File: src/rtl/dcl_pkg.sv
package dcl_pkg;
  localparam int FUNC_W = 3;

  typedef enum logic [FUNC_W-1:0] {
    FN_INV_LINE  = 3'b000,
    FN_INV_MINI  = 3'b001,
    FN_LOAD_MAIN = 3'b010,
    FN_LOAD_MINI = 3'b011
  } dcl_fn_e;

  // codes with the top bit set carry no operation
  function automatic logic fn_reserved(input logic [FUNC_W-1:0] fn);
    return fn[FUNC_W-1];
  endfunction

  function automatic logic fn_is_load(input logic [FUNC_W-1:0] fn);
    return (fn == FN_LOAD_MAIN) || (fn == FN_LOAD_MINI);
  endfunction
endpackage

File: src/rtl/dcl_shifter.sv
module dcl_shifter #(
  parameter int PKT_W = 33
) (
  input  logic             clk,
  input  logic             rst,
  input  logic             abort,
  input  logic             shift_en,
  input  logic             shift_in,
  output logic             pkt_vld,
  output logic [PKT_W-1:0] pkt_word
);
  localparam int CNT_W = $clog2(PKT_W);
  localparam logic [CNT_W-1:0] LAST_BIT = CNT_W'(PKT_W - 1);

  logic [PKT_W-1:0] sr;
  logic [CNT_W-1:0] cnt;
  logic             last_bit_in;

  assign last_bit_in = shift_en && (cnt == LAST_BIT);
  assign pkt_word    = sr;

  always_ff @(posedge clk) begin
    if (rst || abort) begin
      sr      <= '0;
      cnt     <= '0;
      pkt_vld <= 1'b0;
    end else begin
      pkt_vld <= last_bit_in;
      if (shift_en) begin
        sr  <= {shift_in, sr[PKT_W-1:1]};
        cnt <= last_bit_in ? '0 : cnt + 1'b1;
      end
    end
  end

  // a packet is only announced right after an enabled shift
  assert_pkt_after_shift_R1: assert property (@(posedge clk) disable iff (rst)
    pkt_vld |-> $past(shift_en));
  // the bit counter never leaves the packet length
  assert_cnt_bound_R1: assert property (@(posedge clk) disable iff (rst)
    cnt < CNT_W'(PKT_W));
  // abort drops the partial packet
  assert_abort_clears_R11: assert property (@(posedge clk) disable iff (rst)
    abort |=> (cnt == '0) && !pkt_vld);
endmodule

File: src/rtl/dcl_line_buf.sv
module dcl_line_buf #(
  parameter int WORD_W     = 32,
  parameter int LINE_WORDS = 8
) (
  input  logic                         clk,
  input  logic                         rst,
  input  logic                         wr,
  input  logic [$clog2(LINE_WORDS)-1:0] idx,
  input  logic [WORD_W-1:0]            data,
  output logic [LINE_WORDS*WORD_W-1:0] line
);
  localparam int IDX_W = $clog2(LINE_WORDS);

  for (genvar g = 0; g < LINE_WORDS; g++) begin : g_word
    logic [WORD_W-1:0] slot;
    always_ff @(posedge clk) begin
      if (rst) slot <= '0;
      else if (wr && (idx == IDX_W'(g))) slot <= data;
    end
    assign line[g*WORD_W +: WORD_W] = slot;
  end
endmodule

File: src/rtl/dcl_decoder.sv
module dcl_decoder
  import dcl_pkg::*;
#(
  parameter int WORD_W     = 32,
  parameter int LINE_WORDS = 8
) (
  input  logic                          clk,
  input  logic                          rst,
  input  logic                          abort,
  input  logic                          pkt_vld,
  input  logic [WORD_W:0]               pkt_word,
  output logic                          inv_line_req,
  output logic                          inv_mini_req,
  output logic                          fill_req,
  output logic                          fill_mini,
  output logic [WORD_W-1:0]             req_va,
  output logic                          word_wr,
  output logic [$clog2(LINE_WORDS)-1:0] word_idx,
  output logic [WORD_W-1:0]             word_data
);
  localparam int IDX_W   = $clog2(LINE_WORDS);
  localparam int LINE_OB = $clog2(LINE_WORDS * WORD_W / 8);
  localparam int VA_W    = WORD_W - LINE_OB;
  localparam int VA_TOP  = WORD_W - 1 - FUNC_W;
  localparam logic [IDX_W-1:0] LAST_IDX = IDX_W'(LINE_WORDS - 1);

  typedef enum logic {ST_WAIT, ST_FILL} st_e;

  // line-aligned address carried by a command packet
  function automatic logic [WORD_W-1:0] cmd_va(input logic [WORD_W:0] w);
    return {w[VA_TOP -: VA_W], {LINE_OB{1'b0}}};
  endfunction

  st_e              st;
  logic [IDX_W-1:0] idx;
  logic [FUNC_W-1:0] fn;
  logic             pkt_ok, cmd_accept, data_accept, last_word_wr;

  assign fn           = pkt_word[WORD_W-1 -: FUNC_W];
  assign pkt_ok       = pkt_vld && pkt_word[WORD_W];
  assign cmd_accept   = pkt_ok && (st == ST_WAIT);
  assign data_accept  = pkt_ok && (st == ST_FILL);
  assign last_word_wr = data_accept && (idx == LAST_IDX);
  assign word_wr      = data_accept;
  assign word_idx     = idx;
  assign word_data    = pkt_word[WORD_W-1:0];

  always_ff @(posedge clk) begin
    if (rst) begin
      req_va    <= '0;
      fill_mini <= 1'b0;
    end else if (cmd_accept && !abort && !fn_reserved(fn) && fn != FN_INV_MINI) begin
      req_va    <= cmd_va(pkt_word);
      if (fn_is_load(fn)) fill_mini <= (fn == FN_LOAD_MINI);
    end
  end

  always_ff @(posedge clk) begin
    if (rst || abort) begin
      st           <= ST_WAIT;
      idx          <= '0;
      inv_line_req <= 1'b0;
      inv_mini_req <= 1'b0;
      fill_req     <= 1'b0;
    end else begin
      inv_line_req <= 1'b0;
      inv_mini_req <= 1'b0;
      fill_req     <= 1'b0;
      if (cmd_accept) begin
        unique case (fn)
          FN_INV_LINE:  inv_line_req <= 1'b1;
          FN_INV_MINI:  inv_mini_req <= 1'b1;
          FN_LOAD_MAIN,
          FN_LOAD_MINI: begin
            st  <= ST_FILL;
            idx <= '0;
          end
          default: ;
        endcase
      end
      if (data_accept) begin
        idx <= idx + 1'b1;
        if (last_word_wr) begin
          fill_req <= 1'b1;
          st       <= ST_WAIT;
        end
      end
    end
  end

  // strobes never overlap
  assert_strobe_onehot_R13: assert property (@(posedge clk) disable iff (rst)
    $onehot0({inv_line_req, inv_mini_req, fill_req}));
  // a fill follows the eighth accepted word and nothing else
  assert_fill_after_last_R10: assert property (@(posedge clk) disable iff (rst)
    fill_req |-> $past(last_word_wr));
  // single-cycle fill pulse
  assert_fill_pulse_R10: assert property (@(posedge clk) disable iff (rst)
    fill_req |=> !fill_req);
  // abort always lands in the command-wait state
  assert_abort_wait_R11: assert property (@(posedge clk) disable iff (rst)
    abort |=> (st == ST_WAIT) && !fill_req);
  // reserved codes leave no trace
  assert_reserved_quiet_R5: assert property (@(posedge clk) disable iff (rst)
    (cmd_accept && fn_reserved(fn)) |=>
      (st == ST_WAIT) && !inv_line_req && !inv_mini_req && !fill_req);
  // mini invalidate raises only its own strobe and keeps the address
  assert_mini_only_R4: assert property (@(posedge clk) disable iff (rst)
    (cmd_accept && !abort && fn == FN_INV_MINI) |=>
      inv_mini_req && !inv_line_req && !fill_req && $stable(req_va));
  // a packet without its valid flag moves no word
  assert_invalid_dropped_R9: assert property (@(posedge clk) disable iff (rst)
    (pkt_vld && !pkt_word[WORD_W] && !abort) |=> $stable(idx));
endmodule

File: src/rtl/dbg_cache_loader.sv
module dbg_cache_loader #(
  parameter int WORD_W     = 32,
  parameter int LINE_WORDS = 8
) (
  input  logic                         clk,
  input  logic                         rst,
  input  logic                         abort,
  input  logic                         shift_en,
  input  logic                         shift_in,
  output logic                         inv_line_req,
  output logic                         inv_mini_req,
  output logic                         fill_req,
  output logic                         fill_mini,
  output logic [WORD_W-1:0]            req_va,
  output logic [LINE_WORDS*WORD_W-1:0] fill_data
);
  localparam int PKT_W = WORD_W + 1;
  localparam int IDX_W = $clog2(LINE_WORDS);

  logic             pkt_vld;
  logic [PKT_W-1:0] pkt_word;
  logic             word_wr;
  logic [IDX_W-1:0] word_idx;
  logic [WORD_W-1:0] word_data;

  dcl_shifter #(.PKT_W(PKT_W)) u_shift (
    .clk(clk), .rst(rst), .abort(abort),
    .shift_en(shift_en), .shift_in(shift_in),
    .pkt_vld(pkt_vld), .pkt_word(pkt_word)
  );

  dcl_decoder #(.WORD_W(WORD_W), .LINE_WORDS(LINE_WORDS)) u_dec (
    .clk(clk), .rst(rst), .abort(abort),
    .pkt_vld(pkt_vld), .pkt_word(pkt_word),
    .inv_line_req(inv_line_req), .inv_mini_req(inv_mini_req),
    .fill_req(fill_req), .fill_mini(fill_mini), .req_va(req_va),
    .word_wr(word_wr), .word_idx(word_idx), .word_data(word_data)
  );

  dcl_line_buf #(.WORD_W(WORD_W), .LINE_WORDS(LINE_WORDS)) u_buf (
    .clk(clk), .rst(rst), .wr(word_wr), .idx(word_idx),
    .data(word_data), .line(fill_data)
  );
endmodule

File: config.mk
export PLATFORM = sky130hd
export DESIGN_NAME = dbg_cache_loader
export DESIGN_NICKNAME = d
export VERILOG_FILES = /design/src/rtl/dcl_pkg.sv /design/src/rtl/dcl_shifter.sv /design/src/rtl/dcl_line_buf.sv /design/src/rtl/dcl_decoder.sv /design/src/rtl/dbg_cache_loader.sv
export SDC_FILE = /design/constraint.sdc
export NUM_CORES = 1
export LEC_CHECK = 0
export BUFFER_PORTS_ARGS = -buffer_cell sky130_fd_sc_hd__buf_4
export CAP_MARGIN = 20
export CORE_UTILIZATION = 49
export DETAILED_ROUTE_END_ITERATION = 8
export HOLD_SLACK_MARGIN = 0.06
export PLACE_DENSITY = 0.76
export SLEW_MARGIN = 10
export SYNTH_ARGS = -nofsm -noshare
export SYNTH_HDL_FRONTEND = slang
export SYNTH_HIERARCHICAL = 1
export SYNTH_SLANG_ARGS = --single-unit
File: constraint.sdc
create_clock -name clk -period 1.7 [get_ports clk]
set_input_delay 0.255 -clock clk [delete_from_list [all_inputs] [get_ports clk]]
set_output_delay 0.255 -clock clk [all_outputs]
set_load 0.01 [all_outputs]
==> impl_results.html <==
<table>
<tr><th>Metric</th><th>Value</th></tr>
<tr><th colspan="2">Clocking</th></tr>
<tr><td>Clock slew at the register clock pins of the worst setup and hold paths</td><td>around 60 ps</td></tr>
<tr><td>Number of levels in the clock H-tree</td><td>2</td></tr>
<tr><td>Root buffer cell</td><td>sky130_fd_sc_hd__clkbuf_16</td></tr>
<tr><td>Post-CTS Setup Inserts</td><td>0</td></tr>
<tr><td>Number of CTS-inserted buffers</td><td>36</td></tr>
<tr><td>Clk sinks</td><td>331</td></tr>
<tr><td>Clock latency on the worst-skew pair</td><td>510 ps</td></tr>
<tr><td>Maximum buffer depth of the clock tree</td><td>3</td></tr>
<tr><td>Clock tree from TritonCTS</td><td>yes</td></tr>
<tr><th colspan="2">Synthesis</th></tr>
<tr><td>Top cells by area, synth</td><td>sky130_fd_sc_hd__dfxtp_1, sky130_fd_sc_hd__mux2i_1, sky130_fd_sc_hd__nand2b_1</td></tr>
<tr><td>Syn Area/Cell</td><td>roughly 11 um2</td></tr>
<tr><td>Number of flops mapped to enable cells by yosys</td><td>0</td></tr>
<tr><td>Async S/R FF share, synth</td><td>0%</td></tr>
<tr><td>Top-area cell type share of the netlist area</td><td>49.51%</td></tr>
<tr><td>Ys flop type</td><td>sky130_fd_sc_hd__dfxtp_1</td></tr>
<tr><td>Sequential-to-total area share from yosys stat</td><td>49.51%</td></tr>
<tr><td>YS warnings</td><td>6</td></tr>
<tr><td>Post-synthesis instance area</td><td>0.01338 mm2</td></tr>
<tr><td>Count of state elements after synthesis</td><td>about 330</td></tr>
<tr><td>Biggest area consumer among synthesized cells</td><td>sky130_fd_sc_hd__dfxtp_1</td></tr>
<tr><td>Post-Syn Instances</td><td>1240</td></tr>
<tr><td>Number of different library cells in the post-synthesis netlist</td><td>39</td></tr>
<tr><th colspan="2">Critical path</th></tr>
<tr><td>Arrival time at the worst endpoint</td><td>1980 ps</td></tr>
<tr><td>Critical path, cell by cell</td><td>nand3_2, inv_4, or4b_4, mux2i_1</td></tr>
<tr><td>CP max stage cell</td><td>sky130_fd_sc_hd__or4b_4</td></tr>
<tr><td>Critical Setup Path Class</td><td>flop to flop</td></tr>
<tr><td>Crit start category</td><td>flop</td></tr>
<tr><td>Sort of element at the end of the critical path</td><td>flop</td></tr>
<tr><td>Data required time at the worst endpoint</td><td>2070 ps</td></tr>
<tr><td>Worst-path maximum fanout</td><td>16</td></tr>
<tr><td>Delay of the slowest cell on the worst path</td><td>between 600 and 700 ps</td></tr>
<tr><th colspan="2">Flow run</th></tr>
<tr><td>MaxCap Viol Count</td><td>0</td></tr>
<tr><th colspan="2">Timing</th></tr>
<tr><td>Final Cycle Share</td><td>94.87%</td></tr>
<tr><td>Final TNS setup</td><td>0 ps</td></tr>
<tr><td>Worst-margin pin slew</td><td>576.4 ps</td></tr>
<tr><td>Clk_skew</td><td>approximately 18 ps</td></tr>
<tr><td>Headroom to the max-slew limit</td><td>61.57%</td></tr>
<tr><td>Number of failing setup endpoints in the final timing report</td><td>0</td></tr>
<tr><td>Unrepaired setup endpoints after global routing</td><td>no</td></tr>
<tr><td>Total count of hold-check failures in the final report</td><td>0</td></tr>
<tr><td>Fmax achieved</td><td>approximately 620 MHz</td></tr>
<tr><td>Fin crit period</td><td>1613 ps</td></tr>
<tr><td>Worst Hold Margin</td><td>136.3 ps</td></tr>
<tr><td>Max-slew violation count</td><td>0</td></tr>
<tr><th colspan="2">Floorplanning</th></tr>
<tr><td>Effective utilization at floorplan</td><td>roughly 50%</td></tr>
<tr><td>I/O pin total</td><td>between 200 and 300</td></tr>
<tr><td>DIE HEIGHT</td><td>roughly 170 um</td></tr>
<tr><td>Die extent in x</td><td>167.3 um</td></tr>
<tr><td>Core Box Area</td><td>0.02688 mm2</td></tr>
<tr><td>Total Die Area</td><td>0.02798 mm2</td></tr>
<tr><td>Cell Rows</td><td>60</td></tr>
<tr><th colspan="2">GRT</th></tr>
<tr><td>Largest net degree at the start of global routing</td><td>96</td></tr>
<tr><td>First-pass GRT wire length</td><td>51340 um</td></tr>
<tr><td>Global-route total usage across every layer</td><td>23.16%</td></tr>
<tr><td>Number of antenna violations at the first check in global routing</td><td>0</td></tr>
<tr><td>Number of global-route vias before repair</td><td>8940</td></tr>
<tr><td>Aggregate global routing overflow</td><td>0</td></tr>
<tr><th colspan="2">Finish</th></tr>
<tr><td>Area occupied by multi-input gates</td><td>0.006005 mm2</td></tr>
<tr><td>Synthesis-to-finish area growth</td><td>26.88%</td></tr>
<tr><td>Share of final-layout standard cells stronger than drive strength 1</td><td>between 20% and 30%</td></tr>
<tr><td>Final core utilization</td><td>63.18%</td></tr>
<tr><td>Area of all placed cells without fillers</td><td>0.01698 mm2</td></tr>
<tr><td>Area occupied by registers</td><td>between 0.006 and 0.007 mm2</td></tr>
<tr><td>Final #Nets</td><td>1474</td></tr>
<tr><td>Diode count</td><td>0</td></tr>
<tr><td>Post-route non-filler standard cell count</td><td>1833</td></tr>
<tr><td>Count of filler cells inserted in the layout</td><td>2133</td></tr>
<tr><th colspan="2">Drt</th></tr>
<tr><td>Via/cell ratio</td><td>5.005</td></tr>
<tr><td># DRC</td><td>0</td></tr>
<tr><td>DRC marker count from the first detailed-route iteration</td><td>about 560</td></tr>
<tr><td>Detail-routed net length per standard cell</td><td>18.01 um</td></tr>
<tr><td>First drt pass iteration count</td><td>7</td></tr>
<tr><td>Post-detailed-route count of antenna-violating nets</td><td>0</td></tr>
<tr><td>Total Wirelength</td><td>33020 um</td></tr>
<tr><td>Via count of the routed design</td><td>9175</td></tr>
<tr><th colspan="2">Pwr</th></tr>
<tr><td>Cell-internal power</td><td>12.86 mW</td></tr>
<tr><td>Reported leakage power</td><td>just over 8 nW</td></tr>
<tr><td>Ratio of total power to cell area</td><td>951.3 mW/mm2</td></tr>
<tr><td>Power share of the combinational group</td><td>2.0%</td></tr>
<tr><td>Max rail drop VDD</td><td>about 0.63 mV</td></tr>
<tr><td>Clock share of power</td><td>between 40% and 50%</td></tr>
<tr><td>Fraction of power spent switching nets</td><td>20.40%</td></tr>
<tr><td>Sequential power share</td><td>48.0%</td></tr>
<tr><td>Net Sw Power</td><td>3.295 mW</td></tr>
<tr><th colspan="2">Status</th></tr>
<tr><td>Result of the run</td><td>completed</td></tr>
<tr><th colspan="2">Place</th></tr>
<tr><td>Placed insts</td><td>approximately 1800</td></tr>
<tr><td>Half-perimeter wire length after placement</td><td>22680 um</td></tr>
<tr><td>Count of port buffers added during placement</td><td>291</td></tr>
<tr><td>Placed cell area</td><td>0.01571 mm2</td></tr>
<tr><td>GPL Wtd Cong</td><td>around 0.77</td></tr>
<tr><th colspan="2">Hold path</th></tr>
<tr><td>HP Class</td><td>primary input to flop</td></tr>
</table>
critical path: cells and delay by family, from the launching register on:
family,cells,cell delay (ps)
flip-flops,1,380
multiplexers,1,170
AND/OR/NAND/NOR,2,790
buffers and inverters,1,130
cells in the final DEF (no fill, tap or decap), drive strengths merged, types with 4 or more instances in the layout:
master / netlist / final
clkbuf: 63 / 49
o21ai: 4 / 4
nor3: 6 / 6
mux2i: 317 / 317
buf: 88 / 332
nand2b: 345 / 345
nand3: 4 / 4
nor2: 36 / 36
nand4b: 4 / 4
nand4bb: 4 / 4
nand4: 4 / 4
nand2: 5 / 5
clkinv: 0 / 9
bufinv: 0 / 4
dfxtp: 331 / 331
conb: 1 / 5
ha: 4 / 4
inv: 4 / 7
cells by family (layout without fill, tap and decap cells):
family                   after synthesis  in the layout  share of synthesized area [%]
AO/OA/AOI/OAI                          9              9                         0.5329
XOR/XNOR                               3              3                         0.1964
adder cells (fa/ha/maj)                4              4                         0.3740
buffers and inverters                155            403                          6.291
flip-flops                           331            331                          49.51
multiplexers                         317            317                          23.71
other                                  1              5                        0.02802
AND/OR/NAND/NOR                      420            420                          19.36
stage by stage:
step	power, mW	worst slack [ps]
global route	16.68	20.82
finish	16.15	87.14
CTS	16.31	94.51
detailed placement	8.259	106.4
floorplan	8.192	21.10
global placement	8.260	127.1
final timing paths:
check | cells past startpoint | from | endpoint | slack, ps
worst max-delay path | 4 | u_dec/st | u_buf/g_word[0].slot[20] | 90
worst max register to register | 4 | u_dec/st | u_buf/g_word[0].slot[20] | 90
worst min-delay path | 3 | shift_en | u_shift/cnt[0] | 140
worst min register to register | 2 | u_buf/g_word[0].slot[13] | u_buf/g_word[0].slot[13] | 470
final cells by class:
cell class / instances / share of cell area, %
well taps: 341 / 2.513
flip-flops and latches: 331 / 39.04
clock inverters: 16 / 1.149
multi-input cells: 758 / 35.36
repair buffers: 334 / 15.70
clock buffers: 49 / 6.130
inverters: 4 / 0.1032
power by group through the flow:
stage | Combinational, mW | Clock [mW] | Sequential (mW)
after floorplan | 0.259 | 0 | 7.93
after global placement | 0.327 | 0 | 7.93
after detailed placement | 0.326 | 0 | 7.93
after CTS | 0.330 | 8.22 | 7.76
after global routing | 0.353 | 8.57 | 7.76
final | 0.331 | 8.06 | 7.76
registers in the layout, summed over array words and instances, names as in the netlist:
name	count
u_dec/inv_line_req	1
u_dec/fill_mini	1
u_shift/pkt_vld	1
u_shift/pkt_word	33
u_dec/req_va	27
u_dec/inv_mini_req	1
u_shift/cnt	6
u_dec/fill_req	1
u_dec/word_idx	3
u_buf/g_word.slot	256
u_dec/st	1
what timing repair did:
item | 4_1_cts | 5_1_grt
hold endpoints to repair | 3 | 0
setup endpoints to repair | 0 | 19
resized for setup | 0 | 3
hold buffers | 2 | 0
per-layer routing:
metal	global-route usage, %	wire [um]
met1	30.94	15180
met2	37.04	15080
met3	4.822	1664
met4	8.297	1094
met5	0	0
synthesized netlist by cell type (2+ instances only):
master                      count
sky130_fd_sc_hd__nand3_1        4
sky130_fd_sc_hd__o21ai_0        4
sky130_fd_sc_hd__dfxtp_1      331
sky130_fd_sc_hd__clkbuf_1      63
sky130_fd_sc_hd__inv_1          4
sky130_fd_sc_hd__nand2_1        5
sky130_fd_sc_hd__nand2b_1     344
sky130_fd_sc_hd__buf_1          9
sky130_fd_sc_hd__xor2_1         3
sky130_fd_sc_hd__buf_6          3
sky130_fd_sc_hd__nand4_1        3
sky130_fd_sc_hd__nor4b_1        2
sky130_fd_sc_hd__and3_1         2
sky130_fd_sc_hd__o41ai_1        2
sky130_fd_sc_hd__ha_1           4
sky130_fd_sc_hd__nor3_1         5
sky130_fd_sc_hd__buf_12         2
sky130_fd_sc_hd__nand4b_1       4
sky130_fd_sc_hd__buf_2         32
sky130_fd_sc_hd__nor2_1        36
sky130_fd_sc_hd__mux2i_1      317
sky130_fd_sc_hd__nand4bb_1      3
sky130_fd_sc_hd__buf_4         41
sky130_fd_sc_hd__nor2b_1        2
Power figures use the tool's default switching activity.
